==> src/rtl/dss_pkg.sv <==
package dss_pkg;
    localparam int HDR_W  = 10;
    localparam int ADDR_W = 5;

    typedef enum logic [2:0] {
        ST_IDLE,
        ST_HEAD,
        ST_DATA,
        ST_READ,
        ST_DONE
    } state_e;

    typedef enum logic [1:0] {
        MD_ACQ   = 2'b00,
        MD_LOAD  = 2'b01,
        MD_ACQRD = 2'b10,
        MD_READ  = 2'b11
    } mode_e;

    typedef struct packed {
        logic [1:0]        mode;
        logic              cal;
        logic              test;
        logic              offs;
        logic [ADDR_W-1:0] addr;
    } hdr_t;
endpackage

==> src/rtl/dss_edge_detect.sv <==
module dss_edge_detect (
    input  logic clk,
    input  logic rst_n,
    input  logic sync_n,
    input  logic sclk,
    input  logic din,
    output logic sclk_rise,
    output logic sclk_fall,
    output logic sync_fall,
    output logic din_s
);
    logic sclk_q, sclk_d, sync_q, sync_d, din_q;

    always_ff @(posedge clk or negedge rst_n) begin
        if (!rst_n) begin
            sclk_q <= 1'b1;
            sclk_d <= 1'b1;
            sync_q <= 1'b1;
            sync_d <= 1'b1;
            din_q  <= 1'b0;
        end else begin
            sclk_q <= sclk;
            sclk_d <= sclk_q;
            sync_q <= sync_n;
            sync_d <= sync_q;
            din_q  <= din;
        end
    end

    assign sclk_rise = sclk_q & ~sclk_d;
    assign sclk_fall = ~sclk_q & sclk_d;
    assign sync_fall = ~sync_q & sync_d;
    assign din_s     = din_q;
endmodule

==> src/rtl/dss_regfile.sv <==
module dss_regfile #(
    parameter int NCH = 32,
    parameter int DW  = 14,
    localparam int IW = $clog2(NCH + 1)
) (
    input  logic          clk,
    input  logic          rst_n,
    input  logic          we,
    input  logic          wall,
    input  logic [IW-1:0] waddr,
    input  logic [DW-1:0] wdata,
    input  logic [IW-1:0] raddr,
    output logic [DW-1:0] rdata
);
    logic [DW-1:0] mem [NCH+1];

    for (genvar g = 0; g <= NCH; g++) begin : g_entry
        localparam bit IS_CH = (g < NCH);
        always_ff @(posedge clk or negedge rst_n) begin
            if (!rst_n) begin
                mem[g] <= '0;
            end else if ((wall && IS_CH) || (we && waddr == IW'(g))) begin
                mem[g] <= wdata;
            end
        end
    end

    assign rdata = mem[raddr];

    // a bulk load never disturbs the offset register
    assert_offset_kept_on_bulk_R4: assert property (@(posedge clk) disable iff (!rst_n)
        wall |=> mem[NCH] == $past(mem[NCH]));
endmodule

==> src/rtl/dss_rb_shift.sv <==
module dss_rb_shift #(
    parameter int DW = 14
) (
    input  logic          clk,
    input  logic          rst_n,
    input  logic          load,
    input  logic          shift,
    input  logic          stop,
    input  logic [DW-1:0] word,
    output logic          dout,
    output logic          dout_en
);
    logic [DW-1:0] sh_q;
    logic          en_q;

    always_ff @(posedge clk or negedge rst_n) begin
        if (!rst_n) begin
            sh_q <= '0;
            en_q <= 1'b0;
        end else if (load) begin
            sh_q <= word;
            en_q <= 1'b1;
        end else begin
            if (shift) sh_q <= {sh_q[DW-2:0], 1'b0};
            if (stop)  en_q <= 1'b0;
        end
    end

    assign dout    = sh_q[DW-1];
    assign dout_en = en_q;

    // the pad enable is released only by the end-of-word stop
    assert_en_release_on_stop_R6: assert property (@(posedge clk) disable iff (!rst_n)
        $fell(en_q) |-> $past(stop));
    // shifting happens only while the pad is driven
    assert_shift_while_driven_R6: assert property (@(posedge clk) disable iff (!rst_n)
        shift |-> en_q);
endmodule

==> src/rtl/dss_frame_ctrl.sv <==
module dss_frame_ctrl
    import dss_pkg::*;
#(
    parameter int NCH = 32,
    parameter int DW  = 14,
    localparam int IW = $clog2(NCH + 1),
    localparam int CW = $clog2(DW) + 1
) (
    input  logic              clk,
    input  logic              rst_n,
    input  logic              sclk_rise,
    input  logic              sclk_fall,
    input  logic              sync_fall,
    input  logic              din_s,
    input  logic              acquire_busy,
    output logic              we_o,
    output logic              wall_o,
    output logic [IW-1:0]     waddr_o,
    output logic [DW-1:0]     wdata_o,
    output logic [IW-1:0]     ridx_o,
    output logic              rb_load_o,
    output logic              rb_shift_o,
    output logic              rb_stop_o,
    output logic              acq_req_o,
    output logic              acq_all_o,
    output logic              acq_offset_o,
    output logic [ADDR_W-1:0] acq_addr_o
);
    state_e            state_q, state_d;
    logic [CW-1:0]     cnt_q;
    logic [HDR_W-2:0]  sh_q;
    logic [DW-2:0]     dat_q;
    hdr_t              hdr_q, hdr_now;
    logic              arm_q, arm_acq_q, started_q;
    logic [IW-1:0]     arm_idx_q;
    logic              hold, last_hdr, last_dat, last_rd;
    logic [IW-1:0]     idx_now;

    assign hdr_now  = hdr_t'({sh_q, din_s});
    assign idx_now  = hdr_now.offs ? IW'(NCH) : IW'(hdr_now.addr);
    assign last_hdr = sclk_fall && cnt_q == CW'(HDR_W - 1);
    assign last_dat = sclk_fall && cnt_q == CW'(DW - 1);
    assign hold     = arm_acq_q && acquire_busy;
    assign last_rd  = sclk_fall && started_q && cnt_q == CW'(DW - 1);

    // state register
    always_ff @(posedge clk or negedge rst_n) begin
        if (!rst_n) state_q <= ST_IDLE;
        else        state_q <= state_d;
    end

    // next state
    always_comb begin
        state_d = state_q;
        unique case (state_q)
            ST_IDLE, ST_DONE: if (sync_fall) state_d = arm_q ? ST_READ : ST_HEAD;
            ST_HEAD: if (last_hdr) state_d = (hdr_now.mode == MD_LOAD) ? ST_DATA : ST_DONE;
            ST_DATA: if (last_dat) state_d = ST_DONE;
            ST_READ: if (last_rd)  state_d = ST_DONE;
            default: state_d = ST_IDLE;
        endcase
    end

    // readback strobes
    assign rb_load_o  = (state_q == ST_READ) && sclk_rise && !started_q && !hold;
    assign rb_shift_o = (state_q == ST_READ) && sclk_rise && started_q;
    assign rb_stop_o  = (state_q == ST_READ) && last_rd;
    assign ridx_o     = arm_idx_q;

    // datapath and outputs
    always_ff @(posedge clk or negedge rst_n) begin
        if (!rst_n) begin
            cnt_q        <= '0;
            sh_q         <= '0;
            dat_q        <= '0;
            hdr_q        <= '0;
            arm_q        <= 1'b0;
            arm_acq_q    <= 1'b0;
            arm_idx_q    <= '0;
            started_q    <= 1'b0;
            we_o         <= 1'b0;
            wall_o       <= 1'b0;
            waddr_o      <= '0;
            wdata_o      <= '0;
            acq_req_o    <= 1'b0;
            acq_all_o    <= 1'b0;
            acq_offset_o <= 1'b0;
            acq_addr_o   <= '0;
        end else begin
            we_o      <= 1'b0;
            wall_o    <= 1'b0;
            acq_req_o <= 1'b0;
            unique case (state_q)
                ST_IDLE, ST_DONE: begin
                    if (sync_fall) begin
                        cnt_q     <= '0;
                        started_q <= 1'b0;
                    end
                end
                ST_HEAD: begin
                    if (sclk_fall) begin
                        sh_q  <= {sh_q[HDR_W-3:0], din_s};
                        cnt_q <= cnt_q + 1'b1;
                    end
                    if (last_hdr) begin
                        hdr_q <= hdr_now;
                        cnt_q <= '0;
                        if (!hdr_now.test && hdr_now.mode != MD_LOAD) begin
                            if (hdr_now.mode != MD_READ) begin
                                acq_req_o    <= 1'b1;
                                acq_all_o    <= hdr_now.cal;
                                acq_offset_o <= hdr_now.offs;
                                acq_addr_o   <= hdr_now.addr;
                            end
                            if (hdr_now.mode != MD_ACQ) begin
                                arm_q     <= 1'b1;
                                arm_acq_q <= (hdr_now.mode == MD_ACQRD);
                                arm_idx_q <= idx_now;
                            end
                        end
                    end
                end
                ST_DATA: begin
                    if (sclk_fall) begin
                        dat_q <= {dat_q[DW-3:0], din_s};
                        cnt_q <= cnt_q + 1'b1;
                    end
                    if (last_dat && !hdr_q.test) begin
                        if (hdr_q.cal) begin
                            wall_o  <= 1'b1;
                            wdata_o <= {DW{dat_q[DW-2]}};
                        end else begin
                            we_o    <= 1'b1;
                            wdata_o <= {dat_q, din_s};
                            waddr_o <= hdr_q.offs ? IW'(NCH) : IW'(hdr_q.addr);
                        end
                    end
                end
                ST_READ: begin
                    if (rb_load_o) started_q <= 1'b1;
                    if (sclk_fall && started_q) cnt_q <= cnt_q + 1'b1;
                    if (last_rd) arm_q <= 1'b0;
                end
                default: ;
            endcase
        end
    end

    // an acquire request lasts one cycle
    assert_acq_single_R5: assert property (@(posedge clk) disable iff (!rst_n)
        acq_req_o |=> !acq_req_o);
    // an acquire request follows the end of a header
    assert_acq_after_header_R5: assert property (@(posedge clk) disable iff (!rst_n)
        acq_req_o |-> $past(state_q) == ST_HEAD);
    // no acquire request from a header with the test bit set
    assert_acq_test_clear_R8: assert property (@(posedge clk) disable iff (!rst_n)
        acq_req_o |-> !hdr_q.test);
    // register writes only complete a data phase
    assert_write_after_data_R3: assert property (@(posedge clk) disable iff (!rst_n)
        (we_o || wall_o) |-> $past(state_q) == ST_DATA);
    // readback never writes a register
    assert_no_write_in_read_R10: assert property (@(posedge clk) disable iff (!rst_n)
        state_q == ST_READ |-> !(we_o || wall_o));
    // the word is not loaded while the acquisition is running
    assert_hold_blocks_load_R7: assert property (@(posedge clk) disable iff (!rst_n)
        hold |-> !rb_load_o);
endmodule

==> src/rtl/dac_serial_slave.sv <==
module dac_serial_slave
    import dss_pkg::*;
#(
    parameter int NCH = 32,
    parameter int DW  = 14
) (
    input  logic              clk,
    input  logic              rst_n,
    input  logic              sync_n,
    input  logic              sclk,
    input  logic              din,
    input  logic              acquire_busy,
    output logic              dout,
    output logic              dout_en,
    output logic              acq_req,
    output logic              acq_all,
    output logic              acq_offset,
    output logic [ADDR_W-1:0] acq_addr
);
    localparam int IW = $clog2(NCH + 1);

    logic          sclk_rise, sclk_fall, sync_fall, din_s;
    logic          we, wall, rb_load, rb_shift, rb_stop;
    logic [IW-1:0] waddr, ridx;
    logic [DW-1:0] wdata, rdata;

    dss_edge_detect u_edge (
        .clk       (clk),
        .rst_n     (rst_n),
        .sync_n    (sync_n),
        .sclk      (sclk),
        .din       (din),
        .sclk_rise (sclk_rise),
        .sclk_fall (sclk_fall),
        .sync_fall (sync_fall),
        .din_s     (din_s)
    );

    dss_frame_ctrl #(.NCH(NCH), .DW(DW)) u_ctrl (
        .clk          (clk),
        .rst_n        (rst_n),
        .sclk_rise    (sclk_rise),
        .sclk_fall    (sclk_fall),
        .sync_fall    (sync_fall),
        .din_s        (din_s),
        .acquire_busy (acquire_busy),
        .we_o         (we),
        .wall_o       (wall),
        .waddr_o      (waddr),
        .wdata_o      (wdata),
        .ridx_o       (ridx),
        .rb_load_o    (rb_load),
        .rb_shift_o   (rb_shift),
        .rb_stop_o    (rb_stop),
        .acq_req_o    (acq_req),
        .acq_all_o    (acq_all),
        .acq_offset_o (acq_offset),
        .acq_addr_o   (acq_addr)
    );

    dss_regfile #(.NCH(NCH), .DW(DW)) u_regs (
        .clk   (clk),
        .rst_n (rst_n),
        .we    (we),
        .wall  (wall),
        .waddr (waddr),
        .wdata (wdata),
        .raddr (ridx),
        .rdata (rdata)
    );

    dss_rb_shift #(.DW(DW)) u_rb (
        .clk     (clk),
        .rst_n   (rst_n),
        .load    (rb_load),
        .shift   (rb_shift),
        .stop    (rb_stop),
        .word    (rdata),
        .dout    (dout),
        .dout_en (dout_en)
    );

    // the pad is never driven while the acquire request fires
    assert_no_drive_on_acq_R6: assert property (@(posedge clk) disable iff (!rst_n)
        acq_req |-> !dout_en);
endmodule

==> config.mk <==
export PLATFORM = sky130hd
export DESIGN_NAME = dac_serial_slave
export DESIGN_NICKNAME = d
export VERILOG_FILES = /design/src/rtl/dss_pkg.sv /design/src/rtl/dss_edge_detect.sv /design/src/rtl/dss_regfile.sv /design/src/rtl/dss_rb_shift.sv /design/src/rtl/dss_frame_ctrl.sv /design/src/rtl/dac_serial_slave.sv
export SDC_FILE = /design/constraint.sdc
export NUM_CORES = 1
export LEC_CHECK = 0
export CORE_MARGIN = 2
export CORE_UTILIZATION = 57
export CTS_CLUSTER_SIZE = 40
export DETAILED_ROUTE_END_ITERATION = 10
export PLACE_DENSITY = 0.76
export RECOVER_POWER = 100
export SLEW_MARGIN = 20
export SYNTH_ARGS = -nofsm -noshare
export SYNTH_HDL_FRONTEND = slang
export SYNTH_HIERARCHICAL = 1
export SYNTH_SLANG_ARGS = --single-unit
==> constraint.sdc <==
create_clock -name clk -period 2.1 [get_ports clk]
set_clock_uncertainty 0.15 [all_clocks]
set_input_delay 0.315 -clock clk [delete_from_list [all_inputs] [get_ports clk]]
set_output_delay 0.315 -clock clk [all_outputs]
set_load 0.005 [all_outputs]
==> out/metrics.cfg <==
[outcome]
status=complete, but fails checks
violations=negative setup slack

[routing]
route.antenna.remaining_nets=0
wire_per_inst_um=24.8
vias=15600
vias_per_cell=6.22
firstDrtPassIters=5
drc_errors=0
first_iter_violations=1281
wl_um=62200

[timing]
report.final.slew_viol_count=0
timing.final.ws_setup_ns=-0.166
max_freq_mhz=441
setup_violations=241
relSlewSlack_pct=31.9
rsz0062_at_grt=true
whs_ns=0.0116
hold_viol_final=0
worstMarginPinSlew_ns=1.02
fin_crit_sh_pct=108
final.setup.tns_ns=-14.23
fin_crit_ns=2.27

[grt]
antenna_found_initial=0
grtUsageTotal_pct=27.3
grt_max_degree=119
grt_overflow_total=0
grt_pass1_vias=16700
grt_pass1_wl_um=96600

[pwr]
power.leakage_nw=14.0
ir_worst_vdd_uv=926
p_total_w=0.0225
power.density_nw_per_um2=754

[clock_tree]
clockRootBuffer=clkbuf_16
numCtsBuffers=56
cts.sinks=559
clk_latency_ns=0.61
clk_path_buf_depth=3
cts_tree=done
path_clk_slew_ns=0.06
htree_levels=2

[layout]
antennaDiodeCount=0
final_area_um2=29900
final_common_cell=dfrtp_1
final_util_pct=67.8
area_growth_pct=18.1
nets=1875
final_layout_size_suffix_gt1_share_pct=47.3
fillers=2925
layout_common_cells=dfrtp_1 (550), mux2_2 (479), buf_4 (84), mux4_2 (84), nand2_1 (71)

[setup_path]
worstSetupPathType=register to register
cp_data_arrival_time_ns=2.60
path_max_fanout=9
cp-end-kind=register
startpoint_type=register
required_ns=2.44

[yosys]
ys_warn_count=6
syn_area_per_cell_um2=14.3
synthFlopType=dfrtp_1
netlist_instances=1762
synth-seq-area-share_pct=55.4
async_flop_share_pct=100
synth.area.top_cells=dfrtp_1 (55%), mux2_2 (21%), mux4_2 (7.5%)
yosys.area.top_type=dfrtp_1
syn_nets=1770
synth.top_cell.area_share_pct=54.9
synth_cell_types=57
synth_area_um2=25300
ys_ff_latch=559
synth_edf_count=0

[floorplanning]
fp.dieH_um=215
core_um2=44000
die-width_um=215
num_rows=77
io_pins=16
initial_utilization_pct=57.4
dieArea_um2=46000

[run]
cap_violations=0

[place]
gp_congestion=0.848
portBuffers=15
placed_area_um2=27500
dp_hpwl_um=38400

[hold_path]
hp-class=input port to asynchronous set/reset pin

==> cell usage after synthesis (11+ instances only) <==
cell type	count
dfrtp_1	555
mux2_2	479
mux4_2	84
clkbuf_1	77
nand2_1	71
mux2i_1	69
a21oi_1	56
a22oi_1	56
buf_2	52
o21ai_1	33
nand3_1	20
nor2_1	18
a21o_1	17
inv_1	14
mux2_1	14
nand4_1	14
buf_4	11
nand2b_1	11
nor2b_1	11
==> path summary, 6_finish.rpt <==
kind | from | to | slack, ns | depth (start not counted)
worst max register to register | u_ctrl/ridx_o[1] | u_rb/sh_q[13] | -0.17 | 9
max in group asynchronous | rst_n | u_regs/mem[313] | 0.19 | 4
worst min register to register | u_edge/sync_q | u_edge/sync_d | 0.22 | 0
worst min-delay path | rst_n | u_regs/mem[29] | 0.01 | 2
min in group clk | u_edge/sync_q | u_edge/sync_d | 0.22 | 0
worst max-delay path | u_ctrl/ridx_o[1] | u_rb/sh_q[13] | -0.17 | 9
==> worst max-delay path, stage by stage (launching register included) <==
cell and delay (ns):
dfrtp_4 0.55, buf_6 0.15, buf_12 0.14, buf_4 0.13
mux4_2 0.44, a22oi_2 0.23, a21o_1 0.15, nand4_1 0.09
nand2_1 0.07, o21ai_0 0.07
==> registers in the layout, summed over array words and instances, names as in the netlist, 3 cells and up <==
| register | flops |
|---|---|
| u_ctrl/sh_q | 9 |
| u_rb/sh_q | 14 |
| u_regs/mem | 462 |
| u_ctrl/dat_q | 13 |
| u_ctrl/wdata_o | 14 |
| u_ctrl/waddr_o | 6 |
| u_ctrl/hdr_q | 8 |
| u_ctrl/cnt_q | 5 |
| u_ctrl/state_q | 3 |
| u_ctrl/ridx_o | 6 |
| u_ctrl/acq_addr_o | 5 |
==> metal layers <==
metal	global-route usage, %	wire length [um]
met3	4.95	3670
met2	45.0	30700
met4	11.4	2340
met1	36.0	25500
met5	0	0
==> timing repair <==
action                                  4_1_cts  5_1_grt
pin swaps                                     2       14
endpoints found under the hold margin       448        0
endpoints found under the setup margin       77      198
gates cloned                                  1        5
resized for setup                            31       36
hold buffers                                  4        0
buffers inserted                              7        8
==> per-stage QoR <==
stage	cells	worst slack [ns]
finish	2505	-0.166
global route	2505	-0.219
CTS	2492	-0.112
detailed placement	2376	-0.211
global placement	2376	-0.181
floorplan	1762	0.00692
==> cell families (layout without fill, tap and decap cells) <==
kind of cell    count (synthesis)  after routing  synth area share (%)
mux                           654            654                  32.7
buf+inv                       163            314                  2.96
compound gates                203            203                  5.08
xor+xnor                        1              1                0.0347
flops                         559            559                  55.4
fa+ha+maj                       2              2                0.0990
simple gates                  180            180                  3.81
==> layout make-up <==
cell class                      count  area, um^2  share of cell area (%)
Clock buffer                       76        1650                    5.52
Clock inverter                     28         383                    1.28
Inverter                           14        52.6                   0.176
Multi-Input combinational cell   1040       10800                    36.0
Sequential cell                   559       14000                    46.9
Tap cell                          592         741                    2.48
Timing Repair Buffer              196        2290                    7.65
==> report_power, final <==
group          leakage [nW]  internal (W)  switching (W)
logic                  5.32      0.000256       0.000486
clock network          1.01       0.00659        0.00421
registers              7.71        0.0109       0.000101
total                  14.0        0.0177        0.00480
No activity file was read; power rests on OpenSTA's default activity.
